<file path="src/rtl/i2c_rs_pkg.sv">
package i2c_rs_pkg;

    typedef enum logic [2:0] {
        ST_IDLE,
        ST_RX,
        ST_ACK,
        ST_TX,
        ST_RACK
    } bus_st_e;

    typedef enum logic [1:0] {
        PH_ADDR,
        PH_PTR_HI,
        PH_PTR_LO,
        PH_DATA
    } byte_ph_e;

    localparam logic [3:0] ADDR_PREFIX = 4'b1011;
    localparam int         PTR_W       = 16;

    // Encoded strap level to numeric weight: 00 low, 01 open, 1x high.
    function automatic logic [1:0] lvl_val(input logic [1:0] code);
        if (code == 2'b00)      return 2'd0;
        else if (code == 2'b01) return 2'd1;
        else                    return 2'd2;
    endfunction

endpackage

</file>
<file path="src/rtl/i2c_rs_filt.sv">
module i2c_rs_filt #(
    parameter int W          = 2,
    parameter int STAGES     = 2,
    parameter int GLITCH_CYC = 3
) (
    input  logic         clk,
    input  logic         rst_n,
    input  logic [W-1:0] raw_i,
    output logic [W-1:0] clean_o
);
    localparam int CW = $clog2(GLITCH_CYC + 1);

    for (genvar g = 0; g < W; g++) begin : g_line
        typedef struct packed {
            logic [STAGES-1:0] sy;
            logic [CW-1:0]     cnt;
            logic              f;
        } fl_t;

        fl_t fl_d, fl_q;

        always_comb begin
            fl_d    = fl_q;
            fl_d.sy = {fl_q.sy[STAGES-2:0], raw_i[g]};
            if (fl_q.sy[STAGES-1] != fl_q.f) begin
                if (fl_q.cnt == CW'(GLITCH_CYC - 1)) begin
                    fl_d.f   = fl_q.sy[STAGES-1];
                    fl_d.cnt = '0;
                end else begin
                    fl_d.cnt = fl_q.cnt + 1'b1;
                end
            end else begin
                fl_d.cnt = '0;
            end
        end

        always_ff @(posedge clk or negedge rst_n) begin
            if (!rst_n) begin
                fl_q.sy  <= '1;
                fl_q.cnt <= '0;
                fl_q.f   <= 1'b1;
            end else begin
                fl_q <= fl_d;
            end
        end

        assign clean_o[g] = fl_q.f;


        glitch_reject_chk: assert property (@(posedge clk) disable iff (!rst_n)
            (fl_q.f != $past(fl_q.f)) |-> ($past(fl_q.sy[STAGES-1]) == fl_q.f &&
                                           $past(fl_q.sy[STAGES-1], 2) == fl_q.f));
    end

endmodule

</file>
<file path="src/rtl/i2c_rs_strap.sv">
module i2c_rs_strap
    import i2c_rs_pkg::*;
(
    input  logic [1:0] strap_msb_i,
    input  logic [1:0] strap_lsb_i,
    output logic [6:0] dev_addr_o,
    output logic       spi_sel_o
);
    logic [3:0] idx;

    always_comb begin
        idx        = 4'(3 * lvl_val(strap_msb_i)) + 4'(lvl_val(strap_lsb_i));
        spi_sel_o  = (idx == 4'd8);
        dev_addr_o = {ADDR_PREFIX, idx[2:0]};
    end

endmodule

</file>
<file path="src/rtl/i2c_rs_regs.sv">
module i2c_rs_regs #(
    parameter int DEPTH = 16,
    parameter int AW    = $clog2(DEPTH)
) (
    input  logic          clk,
    input  logic          rst_n,
    input  logic          wr_en_i,
    input  logic [AW-1:0] wr_idx_i,
    input  logic [7:0]    wr_data_i,
    input  logic [AW-1:0] rd_idx_i,
    output logic [7:0]    rd_data_o
);
    logic [7:0] mem_d [DEPTH];
    logic [7:0] mem_q [DEPTH];

    always_comb begin
        mem_d = mem_q;
        if (wr_en_i) mem_d[wr_idx_i] = wr_data_i;
    end

    always_ff @(posedge clk or negedge rst_n) begin
        if (!rst_n) begin
            for (int i = 0; i < DEPTH; i++) mem_q[i] <= '0;
        end else begin
            mem_q <= mem_d;
        end
    end

    assign rd_data_o = mem_q[rd_idx_i];

endmodule

</file>
<file path="src/rtl/i2c_rs_engine.sv">
module i2c_rs_engine
    import i2c_rs_pkg::*;
#(
    parameter int IDX_W = 4
) (
    input  logic             clk,
    input  logic             rst_n,
    input  logic             scl_i,
    input  logic             sda_i,
    input  logic [6:0]       dev_addr_i,
    input  logic             spi_sel_i,
    input  logic [7:0]       rd_data_i,
    output logic             wr_en_o,
    output logic [IDX_W-1:0] wr_idx_o,
    output logic [7:0]       wr_data_o,
    output logic [IDX_W-1:0] rd_idx_o,
    output logic             sda_oe_o
);
    typedef struct packed {
        bus_st_e          st;
        byte_ph_e         ph;
        logic [3:0]       cnt;
        logic [7:0]       sh;
        logic [PTR_W-1:0] ptr;
        logic             rw;
        logic             ackd;
        logic             oe;
        logic             scl_p;
        logic             sda_p;
    } eng_t;

    eng_t e_d, e_q;
    logic rise, fall, start_c, stop_c;

    always_comb begin
        e_d       = e_q;
        wr_en_o   = 1'b0;
        e_d.scl_p = scl_i;
        e_d.sda_p = sda_i;
        rise      =  scl_i && !e_q.scl_p;
        fall      = !scl_i &&  e_q.scl_p;
        start_c   =  scl_i && e_q.scl_p &&  e_q.sda_p && !sda_i;
        stop_c    =  scl_i && e_q.scl_p && !e_q.sda_p &&  sda_i;

        if (start_c) begin
            e_d.st  = ST_RX;
            e_d.ph  = PH_ADDR;
            e_d.cnt = '0;
            e_d.oe  = 1'b0;
        end else if (stop_c) begin
            e_d.st  = ST_IDLE;
            e_d.cnt = '0;
            e_d.oe  = 1'b0;
        end else begin
            unique case (e_q.st)
                ST_RX: begin
                    if (rise && e_q.cnt != 4'd8) begin
                        e_d.sh  = {e_q.sh[6:0], sda_i};
                        e_d.cnt = e_q.cnt + 4'd1;
                    end else if (fall && e_q.cnt == 4'd8) begin
                        e_d.cnt = '0;
                        e_d.st  = ST_ACK;
                        e_d.oe  = 1'b1;
                        unique case (e_q.ph)
                            PH_ADDR: begin
                                if (!spi_sel_i && e_q.sh[7:1] == dev_addr_i) begin
                                    e_d.rw = e_q.sh[0];
                                end else begin
                                    e_d.st = ST_IDLE;
                                    e_d.oe = 1'b0;
                                end
                            end
                            PH_PTR_HI: e_d.ptr[15:8] = e_q.sh;
                            PH_PTR_LO: e_d.ptr[7:0]  = e_q.sh;
                            PH_DATA: begin
                                wr_en_o = 1'b1;
                                e_d.ptr = e_q.ptr + 1'b1;
                            end
                        endcase
                    end
                end
                ST_ACK: begin
                    if (fall) begin
                        e_d.oe  = 1'b0;
                        e_d.cnt = '0;
                        if (e_q.ph == PH_ADDR && e_q.rw) begin
                            e_d.st  = ST_TX;
                            e_d.sh  = rd_data_i;
                            e_d.ptr = e_q.ptr + 1'b1;
                            e_d.oe  = !rd_data_i[7];
                        end else begin
                            e_d.st = ST_RX;
                            unique case (e_q.ph)
                                PH_ADDR:   e_d.ph = PH_PTR_HI;
                                PH_PTR_HI: e_d.ph = PH_PTR_LO;
                                default:   e_d.ph = PH_DATA;
                            endcase
                        end
                    end
                end
                ST_TX: begin
                    if (fall) begin
                        if (e_q.cnt == 4'd7) begin
                            e_d.st  = ST_RACK;
                            e_d.oe  = 1'b0;
                            e_d.cnt = '0;
                        end else begin
                            e_d.sh  = {e_q.sh[6:0], 1'b0};
                            e_d.oe  = !e_q.sh[6];
                            e_d.cnt = e_q.cnt + 4'd1;
                        end
                    end
                end
                ST_RACK: begin
                    if (rise) begin
                        e_d.ackd = !sda_i;
                    end else if (fall) begin
                        if (e_q.ackd) begin
                            e_d.st  = ST_TX;
                            e_d.sh  = rd_data_i;
                            e_d.ptr = e_q.ptr + 1'b1;
                            e_d.oe  = !rd_data_i[7];
                        end else begin
                            e_d.st = ST_IDLE;
                        end
                    end
                end
                default: ;
            endcase
        end
    end

    always_ff @(posedge clk or negedge rst_n) begin
        if (!rst_n) begin
            e_q       <= '0;
            e_q.st    <= ST_IDLE;
            e_q.ph    <= PH_ADDR;
            e_q.scl_p <= 1'b1;
            e_q.sda_p <= 1'b1;
        end else begin
            e_q <= e_d;
        end
    end

    assign wr_idx_o  = e_q.ptr[IDX_W-1:0];
    assign wr_data_o = e_q.sh;
    assign rd_idx_o  = e_q.ptr[IDX_W-1:0];
    assign sda_oe_o  = e_q.oe;


    oe_scl_low_chk: assert property (@(posedge clk) disable iff (!rst_n)
        (e_q.oe != $past(e_q.oe)) |-> !e_q.scl_p);

    spi_quiet_chk: assert property (@(posedge clk) disable iff (!rst_n)
        spi_sel_i |-> !e_q.oe);

    bit_cnt_range_chk: assert property (@(posedge clk) disable iff (!rst_n)
        e_q.cnt <= 4'd8);

    ptr_step_chk: assert property (@(posedge clk) disable iff (!rst_n)
        wr_en_o |=> (e_q.ptr == $past(e_q.ptr) + 1'b1));

    idle_release_chk: assert property (@(posedge clk) disable iff (!rst_n)
        (e_q.st == ST_IDLE) |-> !e_q.oe);

endmodule

</file>
<file path="src/rtl/i2c_strap_regslave.sv">
module i2c_strap_regslave #(
    parameter int DEPTH      = 16,
    parameter int GLITCH_CYC = 3,
    parameter int SYNC_STG   = 2
) (
    input  logic       clk,
    input  logic       rst_n,
    input  logic       scl_i,
    input  logic       sda_i,
    output logic       sda_oe_o,
    input  logic [1:0] strap_msb_i,
    input  logic [1:0] strap_lsb_i,
    output logic       spi_sel_o
);
    localparam int IDX_W = $clog2(DEPTH);

    logic [1:0]       clean;
    logic [6:0]       dev_addr;
    logic             wr_en;
    logic [IDX_W-1:0] wr_idx, rd_idx;
    logic [7:0]       wr_data, rd_data;

    i2c_rs_filt #(.W(2), .STAGES(SYNC_STG), .GLITCH_CYC(GLITCH_CYC)) filt_i (
        .clk(clk), .rst_n(rst_n), .raw_i({scl_i, sda_i}), .clean_o(clean));

    i2c_rs_strap strap_i (
        .strap_msb_i(strap_msb_i), .strap_lsb_i(strap_lsb_i),
        .dev_addr_o(dev_addr), .spi_sel_o(spi_sel_o));

    i2c_rs_engine #(.IDX_W(IDX_W)) eng_i (
        .clk(clk), .rst_n(rst_n), .scl_i(clean[1]), .sda_i(clean[0]),
        .dev_addr_i(dev_addr), .spi_sel_i(spi_sel_o), .rd_data_i(rd_data),
        .wr_en_o(wr_en), .wr_idx_o(wr_idx), .wr_data_o(wr_data),
        .rd_idx_o(rd_idx), .sda_oe_o(sda_oe_o));

    i2c_rs_regs #(.DEPTH(DEPTH)) regs_i (
        .clk(clk), .rst_n(rst_n), .wr_en_i(wr_en), .wr_idx_i(wr_idx),
        .wr_data_i(wr_data), .rd_idx_i(rd_idx), .rd_data_o(rd_data));

endmodule

</file>
<file path="config.mk">
export PLATFORM = sky130hd
export DESIGN_NAME = i2c_strap_regslave
export DESIGN_NICKNAME = d
export VERILOG_FILES = /design/src/rtl/i2c_rs_pkg.sv /design/src/rtl/i2c_rs_filt.sv /design/src/rtl/i2c_rs_strap.sv /design/src/rtl/i2c_rs_regs.sv /design/src/rtl/i2c_rs_engine.sv /design/src/rtl/i2c_strap_regslave.sv
export SDC_FILE = /design/constraint.sdc
export NUM_CORES = 1
export LEC_CHECK = 0
export CAP_MARGIN = 15
export CORE_UTILIZATION = 50
export DETAILED_ROUTE_END_ITERATION = 12
export PLACE_DENSITY = 0.63
export SYNTH_ARGS = -nofsm -noshare
export SYNTH_HDL_FRONTEND = slang
export SYNTH_HIERARCHICAL = 1
export SYNTH_SLANG_ARGS = --single-unit
export TNS_END_PERCENT = 1
</file>
<file path="constraint.sdc">
create_clock -name clk -period 3.5 [get_ports clk]
set_clock_uncertainty 0.2 [all_clocks]
set_input_delay 0.35 -clock clk [delete_from_list [all_inputs] [get_ports clk]]
set_output_delay 0.35 -clock clk [all_outputs]
set_load 0.05 [all_outputs]
</file>
==> metrics.txt, run 1 <==
first-pass GRT wire length=28100 µm; Filler cells=1343; Tot GR Track Use=0.225; Reg2Reg Launch Point=eng_i/e_q[29]$_DFFE_PN0P_; via/cell ratio=5.96; gpl congestion=0.878; HP Start=scl_i; Core Footprint=16000 µm²; latest clock arrival within the worst-skew pair=420 ps; Die W=between 100 and 150 µm; CTS tree=yes; Synth Register Bits=164; hold path depth=1; Pwr per Cell Area=between 500 and 600 nW/µm²; # setup viols final=0; average size of a mapped cell=13.7 µm²; RSZ-0062 raised after global routing=false; DP Wirelength=about 11000 µm; Worst EP required=2950 ps; Die Y=131 µm; Worst R2R Setup Slack=740 ps; YS warnings=6; Cell Area, Synth=8270 µm²; clock sinks=164; post-route antenna net violation count=0; Logic pwr share=0.204; Worst EP arrival=2730 ps; Placement Cell Area=8470 µm²; worst slack, placed=-35.0 ps; number of H-tree levels=4; share of layout cells above drive strength 1=0.432; hold endpoint=filt_i/g_line[1].fl_d[4]$_DFF_PN1_; Slew Viols, Final=0; sequential share of power=0.453; routed len/inst=20.9 µm; initial antenna violation count=0; hold buffers post-CTS=1; diode count=0; Final Util=0.567; Initial Utilization=0.517; crit path from=strap_msb_i[0]; final hold vios=0; row count=46; design area=9070 µm²; clock slew at reported path FFs=60 ps; total wire length=17200 µm; startpoint types=primary input; vias in the first global route=5050; fin nets=between 600 and 700; TritonRoute pass-1 iters=4; PortBufs=9; commonest non-fill, non-tap cell in the layout=dfrtp_1; deepest clock path buffer count=2; Sw Ratio=0.329; Period minus WS final=3280 ps; P&R area growth vs syn=9.72%; Tcrit/Tclk final=0.936; Max-cap violations=0; Setup CP Type=in -> out; Post-synth EDFFs=0; worst r2r path cells=9; pin count of the biggest net entering global routing=79; gr ovfl total=0; cts repair resizes=0; via count=approximately 4900; reg2reg end=regs_i/mem_q[14]$_DFFE_PN0P_; clock network fraction of design power=0.342; Async SR Flop Fraction=1.00; DRC violations left=0; full die area=17000 µm²; Setup Fix Bufs, Post-CTS=0; Pleak=4.09 nW; Crit. End Element=primary output; clock root cell=clkbuf_16; Crit Path Max Fanout=2; switching power=1.77 mW; final worst slack=223 ps; Total Neg Setup Slack=0 ps; worst slew pin tran=~830 ps; Pwr Total=5.39 mW; CTS Buf Count=17; DRT iter0 DRCs=419; most frequent cells in the layout=dfrtp_1 (154), mux2_2 (135), mux4_2 (32); Synth cell types=64; sequential area share after synthesis=0.498; commonest register cell after synthesis=dfrtp_1; I/O pin count=10; Int Power=3.62 mW; status=finished clean; peak supply drop=0.000348 V; worst min path class=in -> reg; Max Fclk=0.305 GHz; Cells after Synth=602; headroom to the max-slew limit=0.446
## power by group through the flow
stage                     Sequential, mW  Combinational (mW)  Clock, mW
final                               2.44                1.10       1.84
after floorplan                     2.20                1.11          0
after global placement              2.46                1.07          0
after CTS                           2.44                1.11       1.89
after detailed placement            2.47                1.10          0
after global routing                2.48                1.21       1.98
## flip-flops by register name, summed over array words and instances (netlist names)
name                flops
filt_i/g_line.fl_q      6
regs_i/mem_q          128
eng_i/sda_oe_o          1
eng_i/rd_idx_o          4
eng_i/wr_data_o         8
filt_i/clean_o          2
eng_i/e_q              13
filt_i/g_line.fl_d      2
## critical path: stages
cell             delay, ps
clkdlybuf4s50_1        410
or2_2                  300
ha_1                   300
ha_1                   210
fa_1                   470
buf_4                  160
nor4b_4                230
buf_4                  170
buf_12                 130
## cell usage after synthesis (3+ instances only)
library cell	instances	area share
buf_4	24	0.022
nand3_1	15	0.0091
nor2_2	6	0.0045
o21ai_1	4	0.0024
o22ai_1	4	0.0030
a21oi_1	5	0.0030
mux4_2	32	0.087
o31ai_1	3	0.0027
nor3_1	4	0.0024
nor3b_1	4	0.0036
buf_6	4	0.0054
nand2_1	19	0.0086
buf_2	8	0.0048
nor3_4	3	0.0059
a22oi_1	16	0.015
nand2b_1	5	0.0038
clkbuf_1	18	0.0082
o21ai_0	13	0.0079
xnor2_1	9	0.0095
mux2_4	10	0.018
mux2_2	135	0.18
nor2b_1	9	0.0068
ha_1	6	0.0091
dfstp_2	8	0.025
mux2i_1	4	0.0048
nor2_1	13	0.0059
o211ai_1	3	0.0027
nor3_2	3	0.0036
nand3b_1	4	0.0036
dfrtp_1	156	0.47
inv_1	10	0.0045
## per-stage QoR
stage / cells / hold WS [ps]
2_1_floorplan: 604 / -146
6_report: 822 / 140
4_1_cts: 822 / 116
3_3_place_gp: 790 / 147
5_1_grt: 822 / 133
3_5_place_dp: 790 / 149
## routing by layer
metal	GRT usage	wire, µm
met4	0.0690	213
met5	0	0
met1	0.313	7760
met2	0.354	8560
met3	0.0489	647
## how the worst max path moves through the flow
stage,slack (ps),cells after the start,endpoint
global route,160,9,spi_sel_o
finish,220,9,spi_sel_o
floorplan,290,8,eng_i/e_q[4]$_DFFE_PN0P_
CTS,210,9,spi_sel_o
detailed placement,-40,10,eng_i/e_q[36]$_DFFE_PN0P_
global placement,90,10,eng_i/e_q[4]$_DFFE_PN0P_
## cell families (layout without fill, tap and decap cells)
family                     after synthesis  count (layout)  share of synthesized area
xor gates and xnor gates                11              11                     0.0117
buffers and inverters                   66              68                     0.0457
muxes                                  181             181                      0.294
adders and majority gates                7               7                     0.0115
DFF                                    164             164                      0.498
AOI/OAI and AO/OA                       60              60                     0.0500
other                                    2               4                   0.000909
and+or+nand+nor                        111             111                     0.0884
## area by class of cell
class | instances | area [µm²] | area share
Inverter | 10 | 37.5 | 0.00414
Multi-Input combinational cell | 374 | 3790 | 0.418
Sequential cell | 164 | 4120 | 0.454
Clock inverter | 12 | 148 | 0.0163
Tap cell | 216 | 270 | 0.0298
Timing Repair Buffer | 27 | 264 | 0.0291
Clock buffer | 19 | 443 | 0.0488
(Power assumes the default switching activity.)
==> inputs of run 2 (changes only) <==
--- a/config.mk
+++ b/config.mk
@@ -6,9 +6,11 @@
 export NUM_CORES = 1
 export LEC_CHECK = 0
 export CAP_MARGIN = 15
+export CELL_PAD_IN_SITES_DETAIL_PLACEMENT = 1
+export CELL_PAD_IN_SITES_GLOBAL_PLACEMENT = 1
 export CORE_UTILIZATION = 50
 export DETAILED_ROUTE_END_ITERATION = 12
-export PLACE_DENSITY = 0.63
+export PLACE_DENSITY = 0.78
 export SYNTH_ARGS = -nofsm -noshare
 export SYNTH_HDL_FRONTEND = slang
 export SYNTH_HIERARCHICAL = 1
==> run 2 against run 1 <==
Effect of this change:
- final cell count decreased by 0.49%
- critical path type unchanged
- global-route usage is 2.1 points higher
- critical endpoint unchanged
- largest power group unchanged
- sequential share of layout area rose by 0.22 points
==> metrics.txt, run 2 (synthesis results as in run 1) <==
worst min path class=in -> reg; latest clock arrival within the worst-skew pair=430 ps; post-route antenna net violation count=0; CTS Buf Count=17; CTS tree=yes; deepest clock path buffer count=2; HP Start=scl_i; # setup viols final=0; PortBufs=9; DP Wirelength=12100 µm; number of H-tree levels=4; Setup CP Type=in -> out; Pleak=4.07 nW; Slew Viols, Final=0; hold slack=133 ps; Final Util=0.564; largest reg by FF count=regs_i/mem_q; P&R area growth vs syn=9.19%; vias in the first global route=between 5000 and 6000; worst slack, placed=15.5 ps; pin count of the biggest net entering global routing=94; Crit Path Max Fanout=2; worst slew pin tran=1140 ps; final hold vios=0; DRC violations left=0; cts repair resizes=0; Pwr Total=around 5.4 mW; DRT iter0 DRCs=271; Setup Fix Bufs, Post-CTS=0; RSZ-0062 raised after global routing=false; Period minus WS final=3170 ps; TritonRoute pass-1 iters=4; status=finished clean; Filler cells=1564; reg2reg end=eng_i/wr_data_o[2]$_DFFE_PN0P_; Worst R2R Setup Slack=590 ps; design area=9020 µm²; Initial Utilization=0.517; gr ovfl total=0; via/cell ratio=5.95; full die area=17000 µm²; Placement Cell Area=8430 µm²; Max-cap violations=0; headroom to the max-slew limit=0.237; most frequent cells in the layout=dfrtp_1 (154), mux2_2 (135), mux4_2 (32); Pwr per Cell Area=597 nW/µm²; clock root cell=clkbuf_16; gpl congestion=between 0.8 and 0.9; Worst EP required=2950 ps; hold buffers post-CTS=1; Tot GR Track Use=0.246; diode count=0; total wire length=18800 µm; Max Fclk=0.315 GHz; commonest non-fill, non-tap cell in the layout=dfrtp_1; Largest register FFs=128; peak supply drop=approximately 0.00043 V; Total Neg Setup Slack=0 ps; initial antenna violation count=0; routed len/inst=about 23 µm; Die W=131 µm; Worst EP arrival=2620 ps; final worst slack=328 ps; Crit. End Element=primary output; Tcrit/Tclk final=0.906; Core Footprint=16000 µm²; Reg2Reg Launch Point=eng_i/rd_idx_o[1]$_DFFE_PN0P_; Die Y=131 µm; I/O pin count=10; worst r2r path cells=5; fin nets=about 600; hold endpoint=filt_i/g_line[1].fl_d[4]$_DFF_PN1_; hold path depth=1; clock sinks=roughly 160; Inst Count DP=785; via count=4865; first-pass GRT wire length=a little over 30000 µm; clock slew at reported path FFs=around 60 ps; row count=46; share of layout cells above drive strength 1=0.429; startpoint types=primary input; fin cells=between 800 and 900
run 2: cell types whose count changed in the layout (fill, tap and decap cells not counted), sizes merged:
cell and delta:
buf -5, bufinv -1, clkinv -2, clkinvlp +1, inv +3
run 2: critical path: stages:
cell and delay, ps:
clkdlybuf4s50_1 400, or2_2 300, ha_1 300, ha_1 210, fa_1 510, nor4b_4 260, buf_4 170, buf_12 120
run 2: area by class of cell:
| type | instances | area, µm² | area share |
|---|---|---|---|
| flip-flops and latches | 164 | 4120 | 0.456 |
| multi-input cells | 374 | 3790 | 0.420 |
| clock buffers | 19 | 443 | 0.0491 |
| inverters | 10 | 37.5 | 0.00416 |
| clock inverters | 13 | 141 | 0.0157 |
| well taps | 216 | 270 | 0.0299 |
| repair buffers | 22 | 226 | 0.0251 |
run 2: layer usage:
| metal | wire [µm] | up-vias | global-route usage |
|---|---|---|---|
| met4 | 488 | 0 | 0.0947 |
| met3 | 528 | 31 | 0.0501 |
| met1 | 7950 | 2609 | 0.310 |
| li1 | - | 2165 | - |
| met5 | 0 | - | 0 |
| met2 | 9840 | 60 | 0.421 |
run 2: report_power, final:
group	leakage (nW)	switching, mW	internal [mW]	total (mW)
Combinational	1.54	0.535	0.476	1.01
Clock	0.278	0.826	1.03	1.85
Sequential	2.25	0.490	2.04	2.53
run 2: worst max path at each step:
stage,start,end,slack (ps)
final,strap_msb_i[0],spi_sel_o,330
after global routing,strap_msb_i[1],spi_sel_o,220
after CTS,strap_msb_i[1],spi_sel_o,310
after detailed placement,strap_msb_i[0],eng_i/e_q[4]$_DFFE_PN0P_,20
after global placement,strap_msb_i[0],eng_i/e_q[4]$_DFFE_PN0P_,40
after floorplan,strap_msb_i[0],eng_i/e_q[4]$_DFFE_PN0P_,290
==> inputs of run 3 (changes only) <==
--- a/config.mk
+++ b/config.mk
@@ -8,9 +8,9 @@
 export CAP_MARGIN = 15
 export CELL_PAD_IN_SITES_DETAIL_PLACEMENT = 1
 export CELL_PAD_IN_SITES_GLOBAL_PLACEMENT = 1
-export CORE_UTILIZATION = 50
+export CORE_UTILIZATION = 36
 export DETAILED_ROUTE_END_ITERATION = 12
-export PLACE_DENSITY = 0.78
+export PLACE_DENSITY = 0.6
 export SYNTH_ARGS = -nofsm -noshare
 export SYNTH_HDL_FRONTEND = slang
 export SYNTH_HIERARCHICAL = 1
==> run 3 against run 2 <==
Effect of this change:
- die area increased by 38%
- global-route usage decreased by 6.7 points
- flip-flop and latch count unchanged
- count of clock-buffer cells in the layout down 1
- maximum frequency shrank 4.6%
- first-iteration DRC count down 37%
- largest power group unchanged
==> metrics.txt, run 3 (synthesis results as in run 1) <==
status=finished clean; final worst slack=about 180 ps; total wire length=around 19000 µm; largest reg by FF count=regs_i/mem_q; Crit. End Element=primary output; worst slew pin tran=1110 ps; DRC violations left=0; number of H-tree levels=4; Worst EP arrival=2770 ps; clock network fraction of design power=0.346; Crit path depth=9; Initial Utilization=0.366; deepest clock path buffer count=2; CP max stage delay=490 ps; worst slack, placed=-37.9 ps; gpl congestion=~0.78; CTS Buf Count=17; TritonRoute pass-1 iters=4; startpoint types=primary input; DRT iter0 DRCs=170; worst r2r path cells=9; switching power=1.85 mW; via count=4867; Sequential Area=4120 µm²; Final Util=0.406; commonest non-fill, non-tap cell in the layout=dfrtp_1; routed len/inst=roughly 22 µm; Sw Ratio=0.339; Largest register FFs=128; Int Power=3.61 mW; PortBufs=9; Buf+Inv Stages, Crit Path=4; hold path depth=1; Worst EP required=2950 ps; Setup CP Type=in -> out; cts repair resizes=0; Die W=154 µm; Crit Path Max Fanout=2; Tot GR Track Use=0.179; Max-cap violations=0; diode count=0; # setup viols final=0; pin count of the biggest net entering global routing=76; share of layout cells above drive strength 1=0.435; Slew Viols, Final=0; Max Fclk=0.301 GHz; Logic pwr share=0.195; via/cell ratio=5.46; Die Y=154 µm; sequential share of power=0.459; initial antenna violation count=0; full die area=23600 µm²; final hold vios=0; RSZ-0062 raised after global routing=false; peak supply drop=approximately 0.00024 V; Tcrit/Tclk final=0.950; worst min path class=in -> reg; Period minus WS final=3320 ps; fin nets=610; clock slew at reported path FFs=60 ps; clock sinks=roughly 160; latest clock arrival within the worst-skew pair=430 ps; most frequent cells in the layout=dfrtp_1 (154), mux2_2 (135), mux4_2 (32); critical path's slowest cell=fa_1; Filler cells=2313; first-pass GRT wire length=31900 µm; CTS tree=yes; vias in the first global route=5453; row count=55; I/O pin count=10; Core Footprint=22600 µm²; post-route antenna net violation count=0; DP Wirelength=12600 µm; CP top delay family=adder cells; CP Cell Sequence=clkdlybuf4s50_1 -> or2_2 -> ha_1 -> ha_1 -> fa_1 -> buf_4 -> nor4b_4 -> buf_4 -> buf_12; gr ovfl total=0; P&R area growth vs syn=10.8%; Setup Fix Bufs, Post-CTS=0; headroom to the max-slew limit=0.260; hold slack=128 ps; area of the multi-input gates=3790 µm²; Pwr per Cell Area=597 nW/µm²; Pleak=4.10 nW; clock root cell=clkbuf_16
==> run 3: layer usage <==
metal / up-vias / wire [µm] / GRT usage
met2: 54 / 9520 / 0.292
li1: 2176 / - / -
met1: 2617 / 9040 / 0.240
met5: - / 0 / 0
met3: 20 / 457 / 0.0355
met4: 0 / 364 / 0.0600
==> run 3: layout make-up <==
type,instances,share of cell area
Multi-Input combinational cell,374,0.414
Inverter,10,0.00410
Clock inverter,13,0.0163
Timing Repair Buffer,28,0.0296
Tap cell,285,0.0389
Clock buffer,18,0.0479
Sequential cell,164,0.449
==> run 3: path summary, 6_finish.rpt <==
check / start / end / slack [ps]
worst min-delay path: scl_i / filt_i/g_line[1].fl_d[4]$_DFF_PN1_ / 130
min in group asynchronous: rst_n / regs_i/mem_q[99]$_DFFE_PN0P_ / 340
worst max register to register: eng_i/e_q[29]$_DFFE_PN0P_ / regs_i/mem_q[13]$_DFFE_PN0P_ / 610
max in group asynchronous: rst_n / filt_i/g_line[0].fl_d[4]$_DFF_PN1_ / 1850
worst min register to register: filt_i/g_line[0].fl_d[4]$_DFF_PN1_ / filt_i/g_line[0].fl_q[4]$_DFF_PN1_ / 160
worst max-delay path: strap_msb_i[0] / spi_sel_o / 180
==> run 3: power groups by stage <==
stage | clock network, mW | logic [mW] | registers (mW)
after floorplan | 0 | 1.11 | 2.20
after global placement | 0 | 1.03 | 2.53
after detailed placement | 0 | 1.07 | 2.55
after CTS | 1.94 | 1.07 | 2.51
after global routing | 2.01 | 1.18 | 2.55
final | 1.89 | 1.06 | 2.51
==> run 3: repair_timing <==
action / in CTS / in global routing
hold buffers: 1 / 0
hold endpoints to repair: 66 / 0
endpoints found under the setup margin: 0 / 0
==> run 3: stage by stage <==
stage	TNS [ps]	power, mW	cells	instance area (µm²)
floorplan	0	3.30	604	8280
global placement	0	3.56	860	8560
detailed placement	-61.8	3.61	860	8560
CTS	0	5.52	892	9160
global route	0	5.74	892	9160
finish	0	5.47	892	9160
==> run 3: worst register-to-register path, delay by kind of cell, from the launching register on <==
kind                       cells  cell delay (ps)
adders and majority gates      1              190
and+or+nand+nor                5             1280
buffers and inverters          2              270
DFF                            1              430
muxes                          1              420
